$ cat src/rtl/adc_seq_pkg.sv
package adc_seq_pkg;

   localparam int TSEL_W = 3;

   // codes of the select field that closes acquisition
   localparam logic [TSEL_W-1:0] TSEL_SW   = 3'b000;
   localparam logic [TSEL_W-1:0] TSEL_PIN  = 3'b001;
   localparam logic [TSEL_W-1:0] TSEL_TMR  = 3'b010;
   localparam logic [TSEL_W-1:0] TSEL_PWM  = 3'b011;
   localparam logic [TSEL_W-1:0] TSEL_AUTO = 3'b111;

   typedef enum logic [1:0] {
      SEQ_HOLD   = 2'd0,
      SEQ_SAMPLE = 2'd1,
      SEQ_CONV   = 2'd2
   } seq_state_e;

endpackage

$ cat src/rtl/adc_trig_sync.sv
module adc_trig_sync #(
   parameter int N_IN   = 3,
   parameter int STAGES = 2
) (
   input  logic            clk,
   input  logic            rst_n,
   input  logic [N_IN-1:0] async_in,
   output logic [N_IN-1:0] rise
);

   if (STAGES < 2) begin : g_bad_stages
      $error("adc_trig_sync: STAGES must be at least 2");
   end
   if (N_IN < 1) begin : g_bad_width
      $error("adc_trig_sync: N_IN must be at least 1");
   end

   for (genvar i = 0; i < N_IN; i++) begin : g_lane
      logic [STAGES:0] shreg;

      always_ff @(posedge clk or negedge rst_n) begin
         if (!rst_n) shreg <= '0;
         else        shreg <= {shreg[STAGES-1:0], async_in[i]};
      end

      assign rise[i] = shreg[STAGES-1] & ~shreg[STAGES];


      single_rise_chk: assert property (@(posedge clk) disable iff (!rst_n)
         rise[i] |=> !rise[i]);
   end

endmodule

$ cat src/rtl/adc_samp_timer.sv
module adc_samp_timer #(
   parameter int CNT_W = 5
) (
   input  logic             clk,
   input  logic             rst_n,
   input  logic             run,
   input  logic             tick,
   input  logic [CNT_W-1:0] limit,
   output logic             expired
);

   if (CNT_W < 1) begin : g_bad_cnt
      $error("adc_samp_timer: CNT_W must be at least 1");
   end

   logic [CNT_W-1:0] cnt;

   always_ff @(posedge clk or negedge rst_n) begin
      if (!rst_n)                      cnt <= '0;
      else if (!run)                   cnt <= '0;
      else if (tick && (cnt < limit))  cnt <= cnt + 1'b1;
   end

   assign expired = run && (cnt >= limit);


   window_start_chk: assert property (@(posedge clk) disable iff (!rst_n)
      $rose(run) |-> (cnt == '0));

endmodule

$ cat src/rtl/adc_seq_fsm.sv
module adc_seq_fsm
   import adc_seq_pkg::*;
(
   input  logic clk,
   input  logic rst_n,
   input  logic active,
   input  logic auto_start,
   input  logic sw_set,
   input  logic end_samp,
   input  logic conv_done,
   input  logic irq_en,
   output logic samp_hold,
   output logic busy,
   output logic conv_start,
   output logic done,
   output logic conv_abort,
   output logic irq,
   output logic accept
);

   seq_state_e state;

   always_ff @(posedge clk or negedge rst_n) begin
      if (!rst_n) begin
         state      <= SEQ_HOLD;
         conv_start <= 1'b0;
         done       <= 1'b0;
         conv_abort <= 1'b0;
         irq        <= 1'b0;
      end else begin
         conv_start <= 1'b0;
         conv_abort <= 1'b0;
         irq        <= 1'b0;
         unique case (state)
            SEQ_HOLD: begin
               if (active && (auto_start || sw_set)) state <= SEQ_SAMPLE;
            end
            SEQ_SAMPLE: begin
               if (!active) begin
                  state <= SEQ_HOLD;
               end else if (end_samp) begin
                  state      <= SEQ_CONV;
                  conv_start <= 1'b1;
                  done       <= 1'b0;
               end
            end
            SEQ_CONV: begin
               if (!active) begin
                  state      <= SEQ_HOLD;
                  conv_abort <= 1'b1;
               end else if (conv_done) begin
                  done  <= 1'b1;
                  irq   <= irq_en;
                  state <= auto_start ? SEQ_SAMPLE : SEQ_HOLD;
               end
            end
            default: state <= SEQ_HOLD;
         endcase
      end
   end

   assign samp_hold = (state == SEQ_SAMPLE);
   assign busy      = (state == SEQ_CONV);
   assign accept    = (state == SEQ_CONV) && active && conv_done;


   start_from_sample_chk: assert property (@(posedge clk) disable iff (!rst_n)
      conv_start |-> (busy && !done && $past(samp_hold)));


   done_rise_chk: assert property (@(posedge clk) disable iff (!rst_n)
      $rose(done) |-> $past(busy && conv_done));


   irq_gate_chk: assert property (@(posedge clk) disable iff (!rst_n)
      irq |-> (done && $past(irq_en)));


   abort_origin_chk: assert property (@(posedge clk) disable iff (!rst_n)
      conv_abort |-> (!busy && $past(busy)));


   inactive_hold_chk: assert property (@(posedge clk) disable iff (!rst_n)
      !active |=> (state == SEQ_HOLD));

endmodule

$ cat src/rtl/adc_seq_ctrl.sv
module adc_seq_ctrl
   import adc_seq_pkg::*;
#(
   parameter int SAMP_W        = 5,
   parameter int SYNC_STAGES   = 2,
   parameter bit AUTO_TIMER_EN = 1'b1
) (
   input  logic              clk,
   input  logic              rst_n,
   input  logic              mod_en,
   input  logic [TSEL_W-1:0] trig_sel,
   input  logic              auto_start,
   input  logic [SAMP_W-1:0] samp_time,
   input  logic              idle_stop,
   input  logic              cpu_idle,
   input  logic              cpu_sleep,
   input  logic              conv_selfclk,
   input  logic              irq_en,
   input  logic              sw_samp_set,
   input  logic              sw_samp_clr,
   input  logic              ext_pin,
   input  logic              tmr_match,
   input  logic              pwm_evt,
   input  logic              tad_tick,
   input  logic              conv_done,
   output logic              samp_hold,
   output logic              conv_start,
   output logic              busy,
   output logic              done,
   output logic              conv_abort,
   output logic              irq,
   output logic              mod_active
);

   localparam int N_EVT = 3;

   if (SAMP_W < 1 || SAMP_W > 16) begin : g_bad_samp_w
      $error("adc_seq_ctrl: SAMP_W out of range");
   end

   logic [N_EVT-1:0] evt_rise;
   logic             win_expired;
   logic             end_samp;
   logic             halt;
   logic             self_off;
   logic             accept;
   logic             low_pwr;

   adc_trig_sync #(
      .N_IN   (N_EVT),
      .STAGES (SYNC_STAGES)
   ) u_sync (
      .clk      (clk),
      .rst_n    (rst_n),
      .async_in ({pwm_evt, tmr_match, ext_pin}),
      .rise     (evt_rise)
   );

   if (AUTO_TIMER_EN) begin : g_timer
      adc_samp_timer #(
         .CNT_W (SAMP_W)
      ) u_timer (
         .clk     (clk),
         .rst_n   (rst_n),
         .run     (samp_hold),
         .tick    (tad_tick),
         .limit   (samp_time),
         .expired (win_expired)
      );
   end else begin : g_no_timer
      assign win_expired = 1'b0;
   end

   always_comb begin
      unique case (trig_sel)
         TSEL_SW:   end_samp = sw_samp_clr;
         TSEL_PIN:  end_samp = evt_rise[0];
         TSEL_TMR:  end_samp = evt_rise[1];
         TSEL_PWM:  end_samp = evt_rise[2];
         TSEL_AUTO: end_samp = win_expired;
         default:   end_samp = 1'b0;
      endcase
   end

   assign halt       = (cpu_idle && idle_stop) || (cpu_sleep && !conv_selfclk);
   assign low_pwr    = cpu_idle || cpu_sleep;
   assign mod_active = mod_en && !self_off && !halt;

   always_ff @(posedge clk or negedge rst_n) begin
      if (!rst_n)                               self_off <= 1'b0;
      else if (!mod_en)                         self_off <= 1'b0;
      else if (accept && low_pwr && !irq_en)    self_off <= 1'b1;
   end

   adc_seq_fsm u_fsm (
      .clk        (clk),
      .rst_n      (rst_n),
      .active     (mod_active),
      .auto_start (auto_start),
      .sw_set     (sw_samp_set),
      .end_samp   (end_samp),
      .conv_done  (conv_done),
      .irq_en     (irq_en),
      .samp_hold  (samp_hold),
      .busy       (busy),
      .conv_start (conv_start),
      .done       (done),
      .conv_abort (conv_abort),
      .irq        (irq),
      .accept     (accept)
   );


   self_off_hold_chk: assert property (@(posedge clk) disable iff (!rst_n)
      (mod_en && $past(mod_en) && $past(self_off)) |-> !mod_active);


   strobe_excl_chk: assert property (@(posedge clk) disable iff (!rst_n)
      $onehot0({samp_hold, busy}));

endmodule

$ cat config.mk
export PLATFORM = sky130hd
export DESIGN_NAME = adc_seq_ctrl
export DESIGN_NICKNAME = d
export VERILOG_FILES = /design/src/rtl/adc_seq_pkg.sv /design/src/rtl/adc_trig_sync.sv /design/src/rtl/adc_samp_timer.sv /design/src/rtl/adc_seq_fsm.sv /design/src/rtl/adc_seq_ctrl.sv
export SDC_FILE = /design/constraint.sdc
export NUM_CORES = 1
export LEC_CHECK = 0
export CAP_MARGIN = 20
export CORE_MARGIN = 4
export CORE_UTILIZATION = 49
export DETAILED_ROUTE_END_ITERATION = 7
export GPL_ROUTABILITY_DRIVEN = 0
export PLACE_DENSITY_LB_ADDON = 0.3
export RECOVER_POWER = 25
export SKIP_CTS_REPAIR_TIMING = 1
export SLEW_MARGIN = 20
export SYNTH_ARGS = -nofsm -noshare
export SYNTH_HDL_FRONTEND = slang
export SYNTH_SLANG_ARGS = --single-unit
$ cat constraint.sdc
create_clock -name clk -period 2.85 [get_ports clk]
set_input_delay 0.7125 -clock clk [delete_from_list [all_inputs] [get_ports clk]]
set_output_delay 0.7125 -clock clk [all_outputs]
set_load 0.005 [all_outputs]
==> metrics.yaml <==
status:
  status: "finished clean"
run:
  maxCapViolCount: 0
placement:
  portBuffers: 30
  place_ws_ns: 0.0948
  dp_hpwl_um: 1720
  placedCellCount: 157
worst_setup_path:
  critPathKind: "in -> out"
  cp.required_ns: 2.14
  worstPathArrival_ns: 2.03
  cp_max_fo: 2
  worstSetupEndpointType: "output pin"
  startpoint_type: "primary input"
cells_and_area:
  num_antenna_cells: 0
  fillers: 176
  layout_commonest_cell: "clkdlybuf4s50_1"
  layout_common_cells: "26 x clkdlybuf4s50_1, 21 x dfrtp_1, 10 x inv_1, 8 x a21oi_1, 6 x ha_1"
  final_cells: 161
  syn2layout_area_growth_pct: 36.3
  drive_gt1_share_pct: 4.48
  fin_nets: 165
grt:
  grt_antenna_before_repair: 0
  grt_max_degree: 22
  grt_pass1_wl_um: 3410
  grt_overflow: 0
  grt_util_all_layers_pct: 16.8
  grt_pass1_vias: 876
synth:
  synthesis.area_sq_um: 1010
  ys.flop_type: "dfrtp_1"
  syn_nets: 129
  synth_edf_count: 0
  synth.avg_cell_area_sq_um: 10.2
  yosysUniqueCellTypes: 29
  seq_area_frac_synth_pct: 51.9
  yosysWarningCount: 0
  synth_cells: 99
  async_flop_share_pct: 100
  synth-seq-cells: 21
die:
  die_h_um: 53.5
  fp.dieW_um: 53.5
  core_area_sq_um: 1960
  die_area_sq_um: 2860
  rows: 16
  io_pins: 31
  start_util_pct: 51.6
drt:
  routedWlPerCell_um: 13.2
  initialDrtViolationCount: 6
  vias: 870
  postRouteAntennaNets: 0
  wl_um: 2120
  drt_first_pass_iters: 4
  viasPerCell: 5.40
  drc_errors: 0
power:
  p_total_mw: 0.544
  p_leak_nw: 0.629
  p_per_area_nw_per_um2: 394
  peakVddDrop_v: 0.000295
worst_hold_path:
  hp-class: "reg -> reg"
cts:
  cts_buffer_depth: 2
  ctsRootBufferMaster: "clkbuf_4"
  tritoncts: "yes"
  cts_made_buffers: 3
  worstSkewPairLatency_ns: 0.30
  cts_num_sinks: 21
  clk_pin_slew_ns: 0.11
  htreeDepth: 1
timing:
  rsz0062_at_grt: "no"
  final-setup-viol-count: 0
  tightestPinTransition_ns: 0.886
  hold_viol_final: 0
  timing.slew.headroom_pct: 40.7
  fmax_mhz: 365
  final_max_slew_viol_count: 0
  fin_ws_ns: 0.107
  fin_crit_ns: 2.74
  clock_skew_ns: 0.0111
  fin_crit_sh_pct: 96.2
  setup_tns_ns: 0
-- cell type report --
| type | instances | area (sq um) | share of cell area, % |
|---|---|---|---|
| multi-input combinational | 67 | 445 | 32.3 |
| tap | 27 | 33.8 | 2.45 |
| timing repair buffer | 32 | 312 | 22.6 |
| clock buffer | 4 | 26.3 | 1.90 |
| sequential | 21 | 526 | 38.1 |
| inverter | 10 | 37.5 | 2.72 |
-- registers in the layout (all words and copies together) (netlist names) --
name	cells
u_sync.g_lane.shreg	9
u_fsm.irq	1
self_off	1
g_timer.u_timer.cnt	5
u_fsm.conv_start	1
u_fsm.done	1
u_fsm.state	2
u_fsm.conv_abort	1
-- report_power, final --
group	switching [mW]	internal (mW)	total, mW
clock	0.0840	0.0545	0.139
sequential	0.00531	0.309	0.314
combinational	0.0399	0.0511	0.0909
-- cell usage after synthesis, types with 3 or more instances --
| library cell | n | area share (%) |
|---|---|---|
| o21ai_0 | 4 | 2.0 |
| dfrtp_1 | 21 | 52 |
| nand3_1 | 5 | 2.5 |
| nor3_1 | 3 | 1.5 |
| o21a_1 | 4 | 3.0 |
| ha_1 | 6 | 7.4 |
| nand2_1 | 5 | 1.9 |
| inv_1 | 10 | 3.7 |
| nor2b_1 | 3 | 1.9 |
| nor2_1 | 5 | 1.9 |
| a21oi_1 | 8 | 4.0 |
| nand2b_1 | 3 | 1.9 |
-- worst max-delay path, stage by stage --
cell             delay (ns)
clkdlybuf4s50_1        0.47
nor2b_1                0.13
nand3_1                0.10
inv_1                  0.09
clkdlybuf4s50_1        0.52
-- path summary, 6_finish.rpt --
kind	startpoint	to	slack, ns	cells after the start
max reg2reg	g_timer.u_timer.cnt[2]	u_fsm.done	0.89	5
max	mod_en	mod_active	0.11	5
min reg2reg	u_sync.g_lane[2].shreg[0]	u_sync.g_lane[2].shreg[1]	0.37	0
min in group asynchronous	rst_n	u_fsm.conv_start	0.96	1
max in group asynchronous	rst_n	u_fsm.state[1]	1.33	1
min	u_sync.g_lane[2].shreg[0]	u_sync.g_lane[2].shreg[1]	0.37	0
-- stage by stage --
stage / cell area, sq um / utilization, % / hold slack, ns
floorplan: 1010 / - / 0.331
global placement: 1360 / 69.2 / 0.337
detailed placement: 1360 / 69.2 / 0.337
CTS: 1380 / 70.5 / 0.368
global route: 1380 / 70.3 / 0.382
finish: 1380 / 70.3 / 0.365
-- logic make-up (layout without fill, tap and decap cells) --
group | count (synthesis) | count (layout) | synth area share [%]
DFF | 21 | 21 | 51.9
and+or+nand+nor | 32 | 32 | 17.3
AOI/OAI and AO/OA | 29 | 29 | 19.3
adders and majority gates | 6 | 6 | 7.42
buffers and inverters | 11 | 46 | 4.08
-- layer usage --
metal	GRT usage, %	share of wire, %
met1	17.6	42
met2	31.2	49
met3	1.97	6.3
met4	9.79	2.1
met5	0	0
No activity file was read; power rests on OpenSTA's default activity.
